`config.mk`:
```
export PLATFORM = sky130hd
export DESIGN_NAME = fwh_target
export DESIGN_NICKNAME = d
export VERILOG_FILES = /design/src/rtl/fwh_pkg.sv /design/src/rtl/fwh_wait_track.sv /design/src/rtl/fwh_nib_shift.sv /design/src/rtl/fwh_target.sv
export SDC_FILE = /design/constraint.sdc
export NUM_CORES = 1
export LEC_CHECK = 0
export BUFFER_PORTS_ARGS = -buffer_cell sky130_fd_sc_hd__buf_2
export CAP_MARGIN = 15
export CORE_ASPECT_RATIO = 1.4
export CORE_MARGIN = 10
export CORE_UTILIZATION = 55
export DETAILED_ROUTE_END_ITERATION = 16
export PLACE_DENSITY_LB_ADDON = 0.3
export SLEW_MARGIN = 20
export SYNTH_ARGS = -nofsm -noshare
export SYNTH_HDL_FRONTEND = slang
export SYNTH_SLANG_ARGS = --single-unit
```
`constraint.sdc`:
```
create_clock -name clk -period 4.35 [get_ports clk]
set_input_delay 0.2175 -clock clk [delete_from_list [all_inputs] [get_ports clk]]
set_output_delay 0.2175 -clock clk [all_outputs]
set_load 0.05 [all_outputs]
```
`src/rtl/fwh_pkg.sv`:
```
package fwh_pkg;

  localparam logic [3:0] START_RD   = 4'b1101;
  localparam logic [3:0] START_WR   = 4'b1110;
  localparam logic [3:0] SYNC_READY = 4'b0000;
  localparam logic [3:0] SYNC_SHORT = 4'b0101;
  localparam logic [3:0] SYNC_LONG  = 4'b0110;
  localparam logic [3:0] NIB_HIGH   = 4'b1111;

  typedef enum logic [3:0] {
    ST_IDLE, ST_ID, ST_ADDR, ST_WD0, ST_WD1, ST_HTA0, ST_HTA1,
    ST_SYNC, ST_RD0, ST_RD1, ST_TTA0, ST_TTA1
  } fwh_state_e;

  function automatic logic is_start(input logic [3:0] nib);
    return (nib == START_RD) || (nib == START_WR);
  endfunction

  // pend = clocks the request has been outstanding
  function automatic logic [3:0] sync_pick(input logic done,
                                           input int unsigned pend,
                                           input int unsigned long_after);
    if (done) return SYNC_READY;
    if (pend > long_after) return SYNC_LONG;
    return SYNC_SHORT;
  endfunction

endpackage

```
`src/rtl/fwh_wait_track.sv`:
```
module fwh_wait_track #(
  parameter int LONG_AFTER = 3
) (
  input  logic       clk,
  input  logic       rst_n,
  input  logic       clear,
  input  logic       req,
  input  logic       rdy,
  input  logic [7:0] rdata,
  output logic       done,
  output logic [7:0] rdata_q,
  output logic [3:0] sync_code
);
  localparam int CMAX = LONG_AFTER + 1;
  localparam int CW   = $clog2(CMAX + 1);

  logic [CW-1:0] pend;

  always_ff @(posedge clk or negedge rst_n) begin
    if (!rst_n) begin
      pend    <= '0;
      done    <= 1'b0;
      rdata_q <= '0;
    end else if (clear) begin
      pend <= '0;
      done <= 1'b0;
    end else begin
      if (req && (pend != CW'(CMAX))) pend <= pend + 1'b1;
      if (req && rdy) begin
        done    <= 1'b1;
        rdata_q <= rdata;
      end
    end
  end

  assign sync_code = fwh_pkg::sync_pick(done, 32'(pend), LONG_AFTER);


  done_sticky_chk: assert property (@(posedge clk) disable iff (!rst_n)
    done && !clear |=> done);

endmodule

```
`src/rtl/fwh_nib_shift.sv`:
```
module fwh_nib_shift #(
  parameter int ADDR_NIBS = 8
) (
  input  logic                   clk,
  input  logic                   rst_n,
  input  logic                   clear,
  input  logic                   addr_en,
  input  logic                   lo_en,
  input  logic                   hi_en,
  input  logic [3:0]             nib,
  output logic [4*ADDR_NIBS-1:0] addr,
  output logic [7:0]             wdata,
  output logic                   last_addr
);
  localparam int AW   = 4 * ADDR_NIBS;
  localparam int CNTW = (ADDR_NIBS > 1) ? $clog2(ADDR_NIBS) : 1;

  logic [CNTW-1:0] cnt;

  always_ff @(posedge clk or negedge rst_n) begin
    if (!rst_n) begin
      cnt   <= '0;
      addr  <= '0;
      wdata <= '0;
    end else begin
      if (clear) cnt <= '0;
      else if (addr_en) cnt <= cnt + 1'b1;
      if (addr_en) addr <= {addr[AW-5:0], nib};
      if (lo_en) wdata[3:0] <= nib;
      if (hi_en) wdata[7:4] <= nib;
    end
  end

  assign last_addr = (cnt == CNTW'(ADDR_NIBS - 1));

endmodule

```
`src/rtl/fwh_target.sv`:
```
module fwh_target #(
  parameter int ADDR_NIBS  = 8,
  parameter int LONG_AFTER = 3
) (
  input  logic                   clk,
  input  logic                   rst_n,
  input  logic [7:0]             cfg_byte,
  input  logic                   lframe_n,
  input  logic [3:0]             lad_in,
  output logic [3:0]             lad_out,
  output logic                   lad_oe,
  output logic                   mem_req,
  output logic                   mem_we,
  output logic [4*ADDR_NIBS-1:0] mem_addr,
  output logic [7:0]             mem_wdata,
  input  logic [7:0]             mem_rdata,
  input  logic                   mem_rdy
);
  import fwh_pkg::*;

  fwh_state_e st, nxt;
  logic       we_q;
  logic       start_seen, id_hit, last_addr, done;
  logic [7:0] rdata_q;
  logic [3:0] sync_code;
  logic       cfg_unused;

  assign cfg_unused = ^cfg_byte[3:0];
  assign start_seen = !lframe_n && is_start(lad_in);
  assign id_hit     = (lad_in == cfg_byte[7:4]);

  always_comb begin
    nxt = st;
    if (!lframe_n) begin
      nxt = start_seen ? ST_ID : ST_IDLE;
    end else begin
      unique case (st)
        ST_IDLE: nxt = ST_IDLE;
        ST_ID:   nxt = id_hit ? ST_ADDR : ST_IDLE;
        ST_ADDR: nxt = last_addr ? (we_q ? ST_WD0 : ST_HTA0) : ST_ADDR;
        ST_WD0:  nxt = ST_WD1;
        ST_WD1:  nxt = ST_HTA0;
        ST_HTA0: nxt = ST_HTA1;
        ST_HTA1: nxt = ST_SYNC;
        ST_SYNC: nxt = done ? (we_q ? ST_TTA0 : ST_RD0) : ST_SYNC;
        ST_RD0:  nxt = ST_RD1;
        ST_RD1:  nxt = ST_TTA0;
        ST_TTA0: nxt = ST_TTA1;
        ST_TTA1: nxt = ST_IDLE;
        default: nxt = ST_IDLE;
      endcase
    end
  end

  always_ff @(posedge clk or negedge rst_n) begin
    if (!rst_n) begin
      st   <= ST_IDLE;
      we_q <= 1'b0;
    end else begin
      st <= nxt;
      if (start_seen) we_q <= (lad_in == START_WR);
    end
  end

  fwh_nib_shift #(.ADDR_NIBS(ADDR_NIBS)) u_shift (
    .clk       (clk),
    .rst_n     (rst_n),
    .clear     (start_seen),
    .addr_en   (lframe_n && st == ST_ADDR),
    .lo_en     (lframe_n && st == ST_WD0),
    .hi_en     (lframe_n && st == ST_WD1),
    .nib       (lad_in),
    .addr      (mem_addr),
    .wdata     (mem_wdata),
    .last_addr (last_addr)
  );

  assign mem_req = ((st == ST_HTA0) || (st == ST_HTA1) || (st == ST_SYNC)) && !done;
  assign mem_we  = we_q;

  fwh_wait_track #(.LONG_AFTER(LONG_AFTER)) u_wait (
    .clk       (clk),
    .rst_n     (rst_n),
    .clear     (start_seen),
    .req       (mem_req),
    .rdy       (mem_rdy),
    .rdata     (mem_rdata),
    .done      (done),
    .rdata_q   (rdata_q),
    .sync_code (sync_code)
  );

  always_comb begin
    lad_oe  = 1'b0;
    lad_out = NIB_HIGH;
    unique case (st)
      ST_SYNC: begin lad_oe = 1'b1; lad_out = sync_code;    end
      ST_RD0:  begin lad_oe = 1'b1; lad_out = rdata_q[3:0]; end
      ST_RD1:  begin lad_oe = 1'b1; lad_out = rdata_q[7:4]; end
      ST_TTA0: begin lad_oe = 1'b1; lad_out = NIB_HIGH;     end
      default: begin lad_oe = 1'b0; lad_out = NIB_HIGH;     end
    endcase
  end


  req_hold_chk: assert property (@(posedge clk) disable iff (!rst_n)
    mem_req && !mem_rdy && lframe_n |=> mem_req);


  req_drop_chk: assert property (@(posedge clk) disable iff (!rst_n)
    mem_req && mem_rdy |=> !mem_req);


  abort_chk: assert property (@(posedge clk) disable iff (!rst_n)
    !lframe_n && !is_start(lad_in) |=> !lad_oe && !mem_req);


  long_sticky_chk: assert property (@(posedge clk) disable iff (!rst_n)
    st == ST_SYNC && lad_out == SYNC_LONG && lframe_n |=> lad_out != SYNC_SHORT);


  addr_stable_chk: assert property (@(posedge clk) disable iff (!rst_n)
    mem_req && $past(mem_req) |-> $stable(mem_addr));


  release_chk: assert property (@(posedge clk) disable iff (!rst_n)
    st == ST_TTA0 |=> !lad_oe);

endmodule

```
After elaboration in Yosys (flattened, before gate mapping) --
Index checks and enable logic that the tools add are counted.
Storage, ports and cells: input port bits 24, register bits 60
Operators by class: equality and inequality tests 15, bitwise logic cells 1, add/sub/neg operators 2, mux-type cells 23, $lt $le $gt $ge 1, reductions and logical operators 17
Operator list (number):
- 4-bit one-hot mux with 10 select lines | 1
- 4-bit two-way mux | 6
- 4-bit equality test (second input constant) | 5
- 3-bit two-way mux | 6
- 4-bit by 3-bit equality test with 1-bit output (second input constant) | 4
- 4-bit one-hot mux with 3 select lines | 1
- 4-bit by 2-bit equality test with 1-bit output (second input constant) | 2
- 1-bit logical AND | 7
- 1-bit two-way mux | 7
- 3-bit by 1-bit adder with 3-bit output (second input constant) | 2
- 2-bit nonzero test | 3
- 4-bit by 1-bit equality test with 1-bit output (second input constant) | 1
- 4-bit equality test | 1
- 2-bit two-way mux | 2
- 4-bit OR reduction | 1
- 3-bit equality test (second input constant) | 1
- 3-bit by 2-bit > comparator with 1-bit output (second input constant) | 1
- 1-bit logical OR | 3
- 3-bit != test (second input constant) | 1
- 1-bit zero test | 2
- 2-bit AND reduction | 1
- 1-bit NOT | 1

Depth between registers and ports, before layout --
Gate-level depths: netlist of run 1.
depth after elaboration 7, depth in mapped cells 6, depth with buffers taken out 6

Modules after synthesis --
Synthesis of run 1 repeated with hierarchy kept, for this count alone.
Second synthesis, totals: cells, all modules 207, area total of the unflattened synthesis 2846.5 um2
Modules (own cells, without submodules):
- fwh_nib_shift | times used 1, cells each 95, area an instance 1764.2 um2
- fwh_wait_track | times used 1, cells each 42, area an instance 551.8 um2
- fwh_target | times used 1, cells each 70, area an instance 530.5 um2

Worst setup path after synthesis of run 1 --
OpenSTA, ideal clock, no wires.
path type flip-flop to output port, start register st[3], end output lad_out[1], data arrival time 2.326 ns, path buffers 1, path slack 1.807 ns, cell stages (with the launch flop) 5, cells stage by stage dfrtp_1 -> buf_4 -> nand2b_4 -> or3_1 -> o32ai_1
On the way: cells in the longest elaborated chain, start to end 2
Ends and longest elaborated chain:
- from (decl) | RTL line fwh_target.sv:21 | fwh_state_e st, nxt;
- from (signal assigned) | RTL line fwh_target.sv:60 | st <= nxt;
- 4-bit equality test / 4-bit by 3-bit equality test with 1-bit output (equally long branches) | RTL line fwh_target.sv:96 | unique case (st)
- 4-bit one-hot mux with 3 select lines (*) | RTL line fwh_target.sv:96
- to (decl) | RTL line fwh_target.sv:10 | output logic [3:0] lad_out,
Mark *: on every way between the ends. The rest lies on a longest branch, timed or not.

Worst setup path after layout of run 1 --
start register st[0], end output lad_out[1]
The elaborated chain is that of the path after synthesis.

==> metrics.txt, run 1 <==
status=finished, final reports clean; area leader, netlist=dfrtp_1; Total Power=about 1100 uW; DRT iter0 DRCs=77; Synth top cells by count=dfrtp_1 (60), mux2_4 (25), mux2_2 (20); Final setup viols=0; yosys warns=0; Die Ht=approximately 110 um; crit-path max FO=11; Worst-Skew Late Latency=about 0.34 ns; Post-synth ARST share=between 90% and 100%; clk_skew=slightly above 0.007 ns; GRT overflow=0; vias in the first global route=~2,000; Setup CP Type=flop to output port; top-count cell post-synth=dfrtp_1; Finished Layout Cells=between 300 and 400; cell area after synthesis=approximately 2900 sq um; Area growth syn-to-layout=19.3%; Syn Inst Count=around 220; # rows=31; max-cap violation count=0; syn_nets=between 200 and 250; largest net degree at the start of global routing=a little over 60; flops & latches, synth=60; Fin Setup TNS=0 ns; Worst path slowest cell=dfrtp_1; Top FF cell, synth=dfrtp_1; Final period util=53.5%; H-tree levels=3; Critical Path Max Stage Delay=0.58 ns; Die X=about 80 um; wirelength, routed=between 5000 and 6000 um; max-slew violations=0; Hold Crit Class=primary input to asynchronous set/reset pin; reg2reg path depth=3; port buffer count=between 60 and 70; Vias/cell=~5.3; critical path, cell by cell=nand2_1 -> or3_1 -> o32ai_1 -> buf_2; CP arrival=~2.1 ns; critical path endpoint category=output port; core area=between 5000 and 6000 sq um; # resized after CTS=0; fin nets=about 320; TritonCTS buffer count=9; R2R Path Start=st[0]; hold_buf cts=0; Yosys cell types=42; clk root buf=clkbuf_8; final core occ=66.6%; I/O Pins=71; maximum vdd drop=between 200 and 300 uV; Final ANT Viol Nets=0; static leakage=roughly 0.0019 uW; Clock Sinks=60; CTS max path bufs=2; fmax=about 430 MHz; hpwl dp=just over 4000 um; Antenna Diode Count=0; post-route cell area=3410 sq um; CTS tree=built; min Tclk post-route=approximately 2.3 ns; Cells after DPL=between 300 and 400; Slew @ Worst Pin=a little over 0.7 ns; number of synthesized flops with an enable pin=0; CP startpoint=st[0]; main area contributors after synthesis=dfrtp_1 (53%), mux2_4 (13%), mux2_2 (7.9%); first-pass GRT wire length=9390 um; antenna violations before repair=0; drc violations=0; Worst-path clk slew=~0.07 ns; Cell Area, Placed=approximately 3200 sq um; CP startpoint kind=flop; unrepaired setup endpoints after global routing=no; Power Density=about 330 nW/um^2; Critical Path RT=4.13 ns; sequential area share after synthesis=52.5%; Setup Fix Bufs, Post-CTS=0; Synth top area share=52.5%; Via Count=1,896; GRT Resource Usage Total=14.0%; routability cong.=roughly 0.79; die area=~8500 sq um; Slew HR=51.6%; Starting Density=between 50 and 60%; Final Hold Viols=0; layout cells sized above 1=46.9%; drt wl/cell=15.6 um; drt first pass iters=4; Syn Area/Cell=~13 sq um
-- final cells by class --
cell class                      instances  area (sq um)
Clock buffer                           10           138
Fill cell                             420          1710
Multi-Input combinational cell        142          1260
Timing Repair Buffer                   67           338
Tap cell                               66          82.6
Sequential cell                        60          1500
Clock inverter                          6          63.8
Inverter                                7          26.3
-- report_power, final --
part           total [uW]  switching, uW  leakage [uW]  internal, uW
combinational        44.5           29.0      0.000930          15.5
sequential            565           4.13      0.000833           561
clock                 502            224     0.0000983           278
-- placed cells by master, fill, tap and decap left out, drive strengths merged, types with 2 or more instances in the layout --
cell type / synthesis / layout
o21a: 5 / 5
o22ai: 2 / 2
nand3b: 2 / 2
o21ai: 12 / 12
inv: 7 / 7
clkinv: 0 / 3
a21oi: 8 / 8
clkinvlp: 0 / 2
nor3: 3 / 3
nand2: 11 / 11
ha: 5 / 5
nand2b: 2 / 2
mux2: 45 / 45
nor2: 15 / 15
nand3: 7 / 7
xor2: 2 / 2
nor2b: 2 / 2
and2: 2 / 2
dfrtp: 60 / 60
clkbuf: 1 / 10
a31oi: 2 / 2
nor4b: 2 / 2
buf: 8 / 67
xnor2: 5 / 5
-- path summary, 6_finish.rpt --
kind | end | slack [ns]
min in group clk | u_wait.rdata_q[7] | 0.10
worst max register to register | u_shift.addr[16] | 2.36
worst max-delay path | lad_out[1] | 2.02
worst min-delay path | u_shift.addr[24] | 0.02
worst min register to register | u_shift.wdata[1] | 0.48
max in group asynchronous | st[2] | 3.85
-- metal layers --
metal / vias up / GRT usage, % / wire (um)
li1: 906 / - / -
met1: 924 / 15.7 / 2290
met2: 52 / 22.2 / 2700
met3: 14 / 5.87 / 488
met4: 0 / 6.70 / 116
met5: - / 0 / 0
-- per-stage QoR --
stage / hold slack, ns / worst slack [ns]
detailed placement: 0.410 / 2.34
global placement: 0.415 / 2.39
finish: 0.0238 / 2.02
global route: 0.0877 / 1.89
CTS: 0.0398 / 1.98
floorplan: -0.0781 / 1.81
-- cells by family (layout without fill, tap and decap cells) --
family	count (synthesis)	in the layout	synth area share (%)
AO/OA/AOI/OAI	35	35	8.10
XOR/XNOR	7	7	2.14
adder cells (fa/ha/maj)	5	5	2.19
buffers and inverters	16	90	3.41
flip-flops	60	60	52.5
multiplexers	46	46	21.4
AND/OR/NAND/NOR	49	49	10.3
-- registers in the layout, summed over array words and instances, names as in the netlist --
register and flops:
st 4, u_shift.wdata 8, u_wait.done 1, u_wait.pend 3
mem_we 1, u_shift.addr 32, u_shift.cnt 3, u_wait.rdata_q 8
-- critical path: cells and delay by family (launching register included) --
kind / cells / cell delay, ns
compound gates: 1 / 0.28
buf+inv: 1 / 0.31
flops: 1 / 0.58
simple gates: 2 / 0.59
Note: power is estimated with default switching activity, not from simulation.
==> inputs of run 2 (changes only) <==
--- a/config.mk
+++ b/config.mk
@@ -9,7 +9,7 @@
 export CAP_MARGIN = 15
 export CORE_ASPECT_RATIO = 1.4
 export CORE_MARGIN = 10
-export CORE_UTILIZATION = 55
+export CORE_UTILIZATION = 53
 export DETAILED_ROUTE_END_ITERATION = 16
 export PLACE_DENSITY_LB_ADDON = 0.3
 export SLEW_MARGIN = 20
==> constraint.sdc (replaced) <==
create_clock -name clk -period 2.3 [get_ports clk]
set_input_delay 0.115 -clock clk [delete_from_list [all_inputs] [get_ports clk]]
set_output_delay 0.115 -clock clk [all_outputs]
set_load 0.05 [all_outputs]
==> metrics.txt, run 2 (same netlist as run 1, synthesis figures left out) <==
power share of the combinational group=under 10%; routability cong.=0.789; met1 Use GR=16.8%; Power Density=about 660 nW/um^2; Setup CP Type=flop to output port; Die X=around 82 um; Net Sw Frac=21.8%; Regs by FF count=u_shift.addr x32, u_shift.wdata x8, u_wait.rdata_q x8; DRT iter0 DRCs=63; Clock Sinks=60; Worst-Skew Late Latency=roughly 0.34 ns; Clk pwr share=between 50% and 60%; die area=between 8000 and 9000 sq um; CTS tree=built; largest reg by FF count=u_shift.addr; critical path endpoint category=output port; H-tree levels=3; GRT overflow=0; static leakage=between 0.0015 and 0.002 uW; Pint=1830 uW; # resized after CTS=0; crit-path max FO=11; drt wl/cell=roughly 16 um; drc violations=0; Slew @ Worst Pin=between 0.5 and 0.6 ns; drt first pass iters=4; CP arrival=approximately 2.0 ns; Final ANT Viol Nets=0; CTS max path bufs=2; core area=between 5000 and 6000 sq um; status=finished, final reports clean; Global Route met2 Usage=between 20 and 25%; Total Power=2340 uW; clk root buf=clkbuf_8; min Tclk post-route=2.15 ns; max-slew violations=0; Cell Area, Placed=approximately 3200 sq um; layout cells sized above 1=roughly 46%; GRT Resource Usage Total=14.3%; vias in the first global route=between 2,000 and 2,500; unrepaired setup endpoints after global routing=no; CP startpoint kind=flop; TritonCTS buffer count=9; first-pass GRT wire length=about 9900 um; busiest grt layer=met2; Critical Path RT=2.18 ns; Final Hold Viols=0; Final period util=roughly 93%; commonest cells after routing, fill and taps aside=buf_2 (66), dfrtp_1 (60), mux2_4 (25); maximum vdd drop=around 420 uV; I/O Pins=71; Sw Pwr=around 510 uW; most common cell after layout, fill and taps aside=buf_2; post-route cell area=about 3500 sq um; Worst-path clk slew=around 0.070 ns; port buffer count=66; Starting Density=55.0%; antenna violations before repair=0; Via Count=just under 2,000; fmax=466 MHz; Die Ht=107 um; final core occ=between 60% and 70%; number of flip-flops under the largest register name=32; wirelength, routed=between 5000 and 6000 um; max-cap violation count=0; largest net degree at the start of global routing=between 60 and 70; hpwl dp=~4200 um; fin nets=approximately 320; Vias/cell=roughly 5.3; Area growth syn-to-layout=23.9%; M3 GR Usage=roughly 5%; clk_skew=~0.0088 ns; Sequential Power Share=a little under half; Fin Setup TNS=0 ns; Final setup viols=0; # rows=31; Hold Crit Class=primary input to flop; Slew HR=between 60% and 70%; Antenna Diode Count=0
run 2: what timing repair did:
action | in CTS | in global routing
setup buffers | 0 | 0
endpoints found under the hold margin | 65 | 0
hold buffers | 6 | 0
run 2: final cells by class:
class | instances | area, sq um
Fill cell | 413 | 1650
Sequential cell | 60 | 1500
Multi-Input combinational cell | 142 | 1270
Timing Repair Buffer | 74 | 418
Clock buffer | 9 | 124
Clock inverter | 7 | 124
Tap cell | 66 | 82.6
Inverter | 7 | 26.3
run 2: stage by stage:
step / hold slack (ns) / setup WS (ns) / cells
2_1_floorplan: -0.181 / 0.0493 / 218
5_1_grt: 0.0201 / 0.0467 / 365
3_5_place_dp: 0.158 / 0.413 / 343
4_1_cts: 0.00176 / 0.143 / 365
6_report: 0.00928 / 0.153 / 365
3_3_place_gp: 0.145 / 0.398 / 343
run 2: critical path: stages, from the launching register on:
cell	delay, ns
dfrtp_1	0.51
nand2b_4	0.24
or3_1	0.38
o32ai_2	0.26
buf_2	0.30
run 2: power by group through the flow:
| stage | registers (uW) | clock network (uW) | logic [uW] |
|---|---|---|---|
| detailed placement | 1090 | 0 | 92.7 |
| global placement | 1090 | 0 | 90.8 |
| finish | 1070 | 1170 | 99.1 |
| floorplan | 1090 | 0 | 34.1 |
| global route | 1070 | 1230 | 112 |
| CTS | 1070 | 1180 | 101 |
run 2: layer usage:
metal  wire (um)  vias to the layer above
li1            -                      921
met1        2460                      934
met2        2750                       66
met3         512                       11
met4         124                        0
met5           0                        -
run 2: path summary, 6_finish.rpt:
check	slack, ns	cells after the start	to	from
worst max register to register	0.38	3	u_shift.addr[7]	st[3]
worst min register to register	0.50	2	u_shift.wdata[5]	u_shift.wdata[5]
min in group asynchronous	0.31	3	u_shift.addr[19]	rst_n
worst max-delay path	0.15	4	lad_out[1]	st[3]
worst min-delay path	0.009	2	u_wait.rdata_q[3]	mem_rdata[3]
max in group asynchronous	1.73	3	u_wait.rdata_q[1]	rst_n
